--- src/rtl/sfl_fe_pkg.sv ---
`timescale 1ns/1ps
package sfl_fe_pkg;

  localparam logic [1:0] LM_X1 = 2'b00;
  localparam logic [1:0] LM_X2 = 2'b01;
  localparam logic [1:0] LM_X4 = 2'b10;

  localparam logic [7:0] OPC_READ  = 8'h03;
  localparam logic [7:0] OPC_FAST  = 8'h0B;
  localparam logic [7:0] OPC_PROG  = 8'h02;
  localparam logic [7:0] OPC_STAT  = 8'h05;
  localparam logic [7:0] OPC_IDENT = 8'h9F;

  typedef enum logic [2:0] {
    PH_OPCODE, PH_ADDR, PH_DUMMY, PH_READ, PH_WRITE
  } phase_e;

  typedef enum logic [2:0] {
    CK_ADDR_READ, CK_ADDR_FAST, CK_ADDR_PROG, CK_REG_READ, CK_REG_WRITE
  } cmd_kind_e;

  function automatic logic [2:0] lanes_per_clk(input logic [1:0] m);
    case (m)
      LM_X2:   return 3'd2;
      LM_X4:   return 3'd4;
      default: return 3'd1;
    endcase
  endfunction

  function automatic logic [7:0] merge_lanes(input logic [7:0] sh, input logic [3:0] dq,
                                             input logic [1:0] m);
    case (m)
      LM_X2:   return {sh[5:0], dq[1:0]};
      LM_X4:   return {sh[3:0], dq};
      default: return {sh[6:0], dq[0]};
    endcase
  endfunction

  function automatic logic [3:0] split_lanes(input logic [7:0] src, input logic [1:0] m);
    case (m)
      LM_X2:   return {2'b00, src[7:6]};
      LM_X4:   return src[7:4];
      default: return {2'b00, src[7], 1'b0};
    endcase
  endfunction

  function automatic logic [3:0] drive_mask(input logic [1:0] m);
    case (m)
      LM_X2:   return 4'b0011;
      LM_X4:   return 4'b1111;
      default: return 4'b0010;
    endcase
  endfunction

  function automatic cmd_kind_e classify(input logic [7:0] op);
    case (op)
      OPC_READ:            return CK_ADDR_READ;
      OPC_FAST:            return CK_ADDR_FAST;
      OPC_PROG:            return CK_ADDR_PROG;
      OPC_STAT, OPC_IDENT: return CK_REG_READ;
      default:             return CK_REG_WRITE;
    endcase
  endfunction

endpackage

--- src/rtl/sfl_fe_edges.sv ---
`timescale 1ns/1ps
module sfl_fe_edges (
  input  logic clk,
  input  logic rst_n,
  input  logic sck,
  input  logic cs_n,
  output logic sck_rise,
  output logic sck_fall,
  output logic cs_fall
);
  logic sck_q, cs_q;

  // cs_q resets low so a select already held at reset release is not an edge
  always_ff @(posedge clk or negedge rst_n) begin
    if (!rst_n) begin
      sck_q <= 1'b0;
      cs_q  <= 1'b0;
    end else begin
      sck_q <= sck;
      cs_q  <= cs_n;
    end
  end

  assign sck_rise = sck & ~sck_q;
  assign sck_fall = ~sck & sck_q;
  assign cs_fall  = ~cs_n & cs_q;
endmodule

--- src/rtl/sfl_fe_rx.sv ---
`timescale 1ns/1ps
module sfl_fe_rx
  import sfl_fe_pkg::*;
(
  input  logic       clk,
  input  logic       rst_n,
  input  logic       clr,
  input  logic       shift,
  input  logic [1:0] mode,
  input  logic [3:0] dq_i,
  output logic       done,
  output logic [7:0] byte_o
);
  logic [7:0] sh_q;
  logic [3:0] cnt_q;
  logic [3:0] sum;

  assign sum    = cnt_q + {1'b0, lanes_per_clk(mode)};
  assign byte_o = merge_lanes(sh_q, dq_i, mode);
  assign done   = shift & (sum == 4'd8);

  always_ff @(posedge clk or negedge rst_n) begin
    if (!rst_n) begin
      sh_q  <= '0;
      cnt_q <= '0;
    end else if (clr) begin
      sh_q  <= '0;
      cnt_q <= '0;
    end else if (shift) begin
      sh_q  <= byte_o;
      cnt_q <= done ? 4'd0 : sum;
    end
  end

  assert_rx_bounded_R1: assert property (@(posedge clk) disable iff (!rst_n)
    shift |=> (cnt_q < 4'd8));
endmodule

--- src/rtl/sfl_fe_tx.sv ---
`timescale 1ns/1ps
module sfl_fe_tx
  import sfl_fe_pkg::*;
(
  input  logic       clk,
  input  logic       rst_n,
  input  logic       clr,
  input  logic       start,
  input  logic       shift,
  input  logic [1:0] mode,
  input  logic [7:0] rdat,
  output logic       rreq,
  output logic       drive,
  output logic [3:0] lanes_o
);
  logic [7:0] pend_q, osh_q, src;
  logic [3:0] ocnt_q, osum;
  logic [2:0] bpc;
  logic       byte_edge;

  assign bpc       = lanes_per_clk(mode);
  assign byte_edge = (ocnt_q == 4'd0);
  assign src       = byte_edge ? pend_q : osh_q;
  assign osum      = ocnt_q + {1'b0, bpc};

  always_ff @(posedge clk or negedge rst_n) begin
    if (!rst_n) begin
      pend_q  <= '0;
      osh_q   <= '0;
      ocnt_q  <= '0;
      rreq    <= 1'b0;
      drive   <= 1'b0;
      lanes_o <= '0;
    end else if (clr) begin
      ocnt_q  <= '0;
      rreq    <= 1'b0;
      drive   <= 1'b0;
      lanes_o <= '0;
    end else begin
      rreq <= start | (shift & byte_edge);
      if (rreq) pend_q <= rdat;
      if (shift) begin
        lanes_o <= split_lanes(src, mode);
        osh_q   <= src << bpc;
        ocnt_q  <= (osum == 4'd8) ? 4'd0 : osum;
        drive   <= 1'b1;
      end
    end
  end

  assert_req_pulse_R10: assert property (@(posedge clk) disable iff (!rst_n)
    rreq |=> !rreq);
  assert_deselect_quiet_R2: assert property (@(posedge clk) disable iff (!rst_n)
    clr |=> !drive);
endmodule

--- src/rtl/sflash_lane_frontend.sv ---
`timescale 1ns/1ps
module sflash_lane_frontend
  import sfl_fe_pkg::*;
#(
  parameter int ADDR_BYTES = 3,
  parameter int DUMMY_W    = 4
) (
  input  logic                    clk,
  input  logic                    rst_n,
  input  logic                    cs_n,
  input  logic                    sck,
  input  logic                    hold_n,
  input  logic [3:0]              dq_i,
  output logic [3:0]              dq_o,
  output logic [3:0]              dq_oe,
  input  logic [1:0]              lane_mode,
  input  logic [DUMMY_W-1:0]      dummy_clks,
  output logic                    cmd_stb,
  output logic [7:0]              cmd_code,
  output logic                    addr_stb,
  output logic [ADDR_BYTES*8-1:0] addr_val,
  output logic                    wdat_stb,
  output logic [7:0]              wdat,
  output logic                    rreq,
  input  logic [7:0]              rdat
);
  localparam int AW   = ADDR_BYTES * 8;
  localparam int AB_W = $clog2(ADDR_BYTES + 1);

  // named internal events
  logic sck_rise, sck_fall, cs_fall;
  logic armed_q, active, hold_act, srise, sfall;
  logic rx_shift, rx_done, tx_shift, tx_start, tx_drive;
  logic [7:0] rx_byte;
  logic [3:0] tx_lanes;
  logic last_addr, dummy_end;
  logic [AW-1:0] addr_next, addr_sh_q;
  logic [AB_W-1:0] abyte_q;
  logic [DUMMY_W-1:0] dcnt_q;
  phase_e phase_q;
  cmd_kind_e kind_q, op_kind;

  sfl_fe_edges u_edges (
    .clk(clk), .rst_n(rst_n), .sck(sck), .cs_n(cs_n),
    .sck_rise(sck_rise), .sck_fall(sck_fall), .cs_fall(cs_fall));

  assign hold_act = ~cs_n & ~hold_n & (lane_mode != LM_X4);
  assign active   = armed_q & ~cs_n;
  assign srise    = sck_rise & active & ~hold_act;
  assign sfall    = sck_fall & active & ~hold_act;

  assign rx_shift = srise & ((phase_q == PH_OPCODE) | (phase_q == PH_ADDR) |
                             (phase_q == PH_WRITE));
  assign tx_shift = sfall & (phase_q == PH_READ);

  sfl_fe_rx u_rx (
    .clk(clk), .rst_n(rst_n), .clr(~active), .shift(rx_shift),
    .mode(lane_mode), .dq_i(dq_i), .done(rx_done), .byte_o(rx_byte));

  assign op_kind   = classify(rx_byte);
  assign last_addr = (abyte_q == AB_W'(ADDR_BYTES - 1));
  assign addr_next = {addr_sh_q[AW-9:0], rx_byte};
  assign dummy_end = ({1'b0, dcnt_q} + 1'b1) == {1'b0, dummy_clks};

  always_comb begin
    tx_start = 1'b0;
    if (rx_done && phase_q == PH_OPCODE && op_kind == CK_REG_READ) tx_start = 1'b1;
    if (rx_done && phase_q == PH_ADDR && last_addr &&
        (kind_q == CK_ADDR_READ || (kind_q == CK_ADDR_FAST && dummy_clks == '0)))
      tx_start = 1'b1;
    if (srise && phase_q == PH_DUMMY && dummy_end) tx_start = 1'b1;
  end

  sfl_fe_tx u_tx (
    .clk(clk), .rst_n(rst_n), .clr(~active), .start(tx_start), .shift(tx_shift),
    .mode(lane_mode), .rdat(rdat), .rreq(rreq), .drive(tx_drive), .lanes_o(tx_lanes));

  assign dq_o  = tx_lanes;
  assign dq_oe = (tx_drive & active & ~hold_act) ? drive_mask(lane_mode) : 4'b0000;

  always_ff @(posedge clk or negedge rst_n) begin
    if (!rst_n) begin
      armed_q   <= 1'b0;
      phase_q   <= PH_OPCODE;
      kind_q    <= CK_REG_WRITE;
      abyte_q   <= '0;
      dcnt_q    <= '0;
      addr_sh_q <= '0;
      cmd_code  <= '0;
      addr_val  <= '0;
      wdat      <= '0;
      cmd_stb   <= 1'b0;
      addr_stb  <= 1'b0;
      wdat_stb  <= 1'b0;
    end else begin
      cmd_stb  <= 1'b0;
      addr_stb <= 1'b0;
      wdat_stb <= 1'b0;
      if (cs_fall) armed_q <= 1'b1;
      if (!active) begin
        phase_q <= PH_OPCODE;
        abyte_q <= '0;
        dcnt_q  <= '0;
      end else begin
        case (phase_q)
          PH_OPCODE: if (rx_done) begin
            cmd_code <= rx_byte;
            cmd_stb  <= 1'b1;
            kind_q   <= op_kind;
            case (op_kind)
              CK_REG_READ:  phase_q <= PH_READ;
              CK_REG_WRITE: phase_q <= PH_WRITE;
              default:      phase_q <= PH_ADDR;
            endcase
          end
          PH_ADDR: if (rx_done) begin
            addr_sh_q <= addr_next;
            abyte_q   <= abyte_q + 1'b1;
            if (last_addr) begin
              addr_val <= addr_next;
              addr_stb <= 1'b1;
              abyte_q  <= '0;
              case (kind_q)
                CK_ADDR_READ: phase_q <= PH_READ;
                CK_ADDR_FAST: phase_q <= (dummy_clks == '0) ? PH_READ : PH_DUMMY;
                default:      phase_q <= PH_WRITE;
              endcase
            end
          end
          PH_DUMMY: if (srise) begin
            dcnt_q <= dcnt_q + 1'b1;
            if (dummy_end) begin
              dcnt_q  <= '0;
              phase_q <= PH_READ;
            end
          end
          PH_WRITE: if (rx_done) begin
            wdat     <= rx_byte;
            wdat_stb <= 1'b1;
          end
          default: ;
        endcase
      end
    end
  end

  assert_no_cmd_unarmed_R3: assert property (@(posedge clk) disable iff (!rst_n)
    !armed_q |=> !cmd_stb);
  assert_abort_idle_R11: assert property (@(posedge clk) disable iff (!rst_n)
    cs_n |=> (phase_q == PH_OPCODE));
  assert_hold_freeze_R4: assert property (@(posedge clk) disable iff (!rst_n)
    hold_act |=> $stable(phase_q));
  assert_single_strobe_R9: assert property (@(posedge clk) disable iff (!rst_n)
    $onehot0({cmd_stb, addr_stb, wdat_stb}));
endmodule

--- config.mk ---
export PLATFORM = sky130hd
export DESIGN_NAME = sflash_lane_frontend
export DESIGN_NICKNAME = d
export VERILOG_FILES = /design/src/rtl/sfl_fe_pkg.sv /design/src/rtl/sfl_fe_edges.sv /design/src/rtl/sfl_fe_rx.sv /design/src/rtl/sfl_fe_tx.sv /design/src/rtl/sflash_lane_frontend.sv
export SDC_FILE = /design/constraint.sdc
export NUM_CORES = 1
export LEC_CHECK = 0
export BUFFER_PORTS_ARGS = -buffer_cell sky130_fd_sc_hd__buf_2
export CORE_UTILIZATION = 57
export CTS_BUF_LIST = sky130_fd_sc_hd__clkbuf_4 sky130_fd_sc_hd__clkbuf_8 sky130_fd_sc_hd__clkbuf_16
export CTS_CLUSTER_SIZE = 16
export DETAILED_ROUTE_END_ITERATION = 8
export PLACE_DENSITY_LB_ADDON = 0.12
export SLEW_MARGIN = 25
export SYNTH_ARGS = -nofsm -noshare
export SYNTH_HDL_FRONTEND = slang
export SYNTH_SLANG_ARGS = --single-unit
--- constraint.sdc ---
create_clock -name clk -period 5 [get_ports clk]
set_clock_uncertainty 0.1 [all_clocks]
set_input_delay 1 -clock clk [delete_from_list [all_inputs] [get_ports clk]]
set_output_delay 1 -clock clk [all_outputs]
set_load 0.02 [all_outputs]
==> impl_metrics.ini <==
[run_status]
status = finished, violations left
violations = design-rule violations

[pwr]
p_leak_nw = 2.94
vdd_drop_max_v = 0.000130
p_per_area_nw_per_um2 = 265

[clocking]
clk_path_buf_depth = 2
cts_buffers = 9
htreeDepth = 3
clk_latency_ns = 0.37
post-cts-setup-buffers = 0
cts_resized = 0
clock-sinks = 111
cts_root_buf = clkbuf_8
hold_buffers = 0
cts_tree = done
path_clk_slew_ns = 0.11

[timing]
hold_ws_ns = 0.380
finalHoldViolCount = 0
fmax_ghz = 0.262
rsz0062_at_grt = no
slew_violations = 0
setup_tns_ns = 0
tightest_slew_ns = 0.906
max_slew_margin = 0.394
fin_crit_sh = 0.762
min_period_ns = 3.81
finalSetupViolCount = 0

[synthesis]
ys_seq_area_frac = 0.527
synth_async_sr_flop_share = 1.00
syn_area_um2 = 5270
synth_top_area_frac = 0.522
ys_top_cells_by_count = dfrtp_1, nand2_1, o21ai_0, mux2_2
synth-seq-cells = 111
synth_cells = 482
synthFlopType = dfrtp_1
syn-num-nets = 518
synth_edf_count = 0
synth.avg_cell_area_um2 = 10.9
yosysUniqueCellTypes = 62
yosys_warnings = 0
ys_top_cells_by_area = dfrtp_1, mux2_2, nand2_1
yosysTopAreaCell = dfrtp_1
synth_most_common_cell = dfrtp_1

[final_layout]
regArea_um2 = 2780
nets = 583
multi_input_area_um2 = 2290
antenna_cells = 0
syn_to_final_growth_pct = 11.9
stdcell_count = 660
drive_above_1_share = 0.292
fill_cells = 710

[placement]
globalplace.congestion = 0.833
portBuffers = 74
dpl.cell_count = 644
dp_hpwl_mm = 7.62

[setup_path]
cp.arrival_ns = 3.97
startpoint = lane_mode[1]
worstSetupPathType = in2reg
r2r_start = u_rx.cnt_q[0]$_DFFE_PN0P_
crit_fanout = 28
startpoint_type = input port
crit_path_end_kind = flip-flop
crit_chain = buf_2, inv_1, ha_1, inv_1, fa_1, xor2_1, and3b_1, o21ai_1, or3_1, mux2_2
crit_path_frequent_cell = inv_1
cpMaxStageDelayCell = or3_1
required_ns = 5.16
cp_slowest_stage_delay_ns = 0.76

[floorplan]
rows = 34
core-area_um2 = 8850
die_x_um = 98.2
die_h_um = 98.2
ios = 75
dieArea_um2 = 9640
start_util = 0.596

[drt]
drc = 2
drt_first_pass_iters = 9
drt_iter0_markers = 146
ant_nets = 0
vias = 3904
vias_per_cell = 5.92
wl_mm = 10.8
routedWlPerCell_um = 16.4

[global_routing]
grt_usage = 0.244
grt_pass1_vias = 3849
grt_pass1_wl_mm = 18.4
antenna_found_initial = 0
grt_remaining_overflow = 0
grt_max_degree = 85

[hold_path]
hp-start = u_edges.cs_q$_DFF_PN0_
hold_class = reg2reg

[flow_run]
drv_cap = 0
[critical path, delay by kind of cell]
family                   cells  cell delay [ns]
adder cells (fa/ha/maj)      2             0.85
XOR/XNOR                     1             0.21
AND/OR/NAND/NOR              2             0.96
AO/OA/AOI/OAI                1             0.12
buffers and inverters        3             0.40
multiplexers                 1             0.42
[placed cells by master, fill, tap and decap left out, drive strengths merged, types with 5 or more instances in the layout]
| cell type | instances |
|---|---|
| dfrtp | 110 |
| buf | 82 |
| nand2 | 68 |
| o21ai | 54 |
| mux2 | 34 |
| inv | 21 |
| nor2 | 19 |
| nand3 | 16 |
| a21oi | 12 |
| ha | 11 |
| clkbuf | 10 |
| a31o | 8 |
| mux2i | 7 |
| nor2b | 6 |
| o31ai | 6 |
| a221o | 6 |
| nor3 | 5 |
| xor2 | 5 |
| mux4 | 5 |
[layout make-up]
cell class / count / share of cell area
Multi-Input combinational cell: 325 / 0.387
Clock buffer: 10 / 0.0223
Sequential cell: 111 / 0.471
Tap cell: 108 / 0.0229
Inverter: 18 / 0.0123
Clock inverter: 6 / 0.0106
Timing Repair Buffer: 82 / 0.0740
[state kept, by name, indices dropped and copies added, names as in the netlist, 2 cells and up]
register,cells
addr_val,24
u_tx.ocnt_q,4
u_rx.sh_q,7
dcnt_q,4
phase_q,3
u_rx.cnt_q,4
u_tx.osh_q,8
u_tx.pend_q,8
abyte_q,2
wdat,8
cmd_code,8
kind_q,3
u_tx.lanes_o,4
addr_sh_q,16
[cell families after synthesis]
| family | share of synthesized area |
|---|---|
| simple gates | 0.126 |
| compound gates | 0.151 |
| mux | 0.107 |
| xor+xnor | 0.0149 |
| flops | 0.527 |
| buf+inv | 0.0408 |
| fa+ha+maj | 0.0337 |
[power by group]
part | switching, mW | internal [mW] | total, mW | leakage (nW)
sequential | 0.00369 | 0.902 | 0.906 | 1.54
clock | 0.332 | 0.202 | 0.533 | 0.100
combinational | 0.0866 | 0.0412 | 0.128 | 1.31
[worst paths after layout]
path,endpoint,slack (ns),depth (start not counted)
worst min register to register,armed_q$_DFFE_PN0P_,0.38,1
min in group asynchronous,addr_val[17]$_DFFE_PN0P_,0.56,1
worst max register to register,addr_sh_q[15]$_DFFE_PN0P_,2.12,8
worst min-delay path,armed_q$_DFFE_PN0P_,0.38,1
worst max-delay path,addr_sh_q[15]$_DFFE_PN0P_,1.19,10
max in group asynchronous,kind_q[2]$_DFFE_PN1P_,3.32,2
[per-layer routing]
| layer | vias up | share of wire | global-route usage |
|---|---|---|---|
| li1 | 1848 | - | - |
| met1 | 1943 | 0.46 | 0.324 |
| met2 | 95 | 0.48 | 0.407 |
| met3 | 18 | 0.035 | 0.0329 |
| met4 | 0 | 0.018 | 0.0999 |
| met5 | - | 0 | 0 |
[per-stage QoR]
step / util / setup slack [ns] / total power, mW / cell area [um^2]
2_1_floorplan: - / 1.09 / 0.998 / 5270
3_3_place_gp: 0.645 / 0.890 / 1.05 / 5710
3_5_place_dp: 0.645 / 0.788 / 1.05 / 5710
4_1_cts: 0.667 / 1.20 / 1.58 / 5900
5_1_grt: 0.667 / 0.965 / 1.63 / 5900
6_report: 0.667 / 1.19 / 1.57 / 5900
Note: power is estimated with default switching activity, not from simulation.
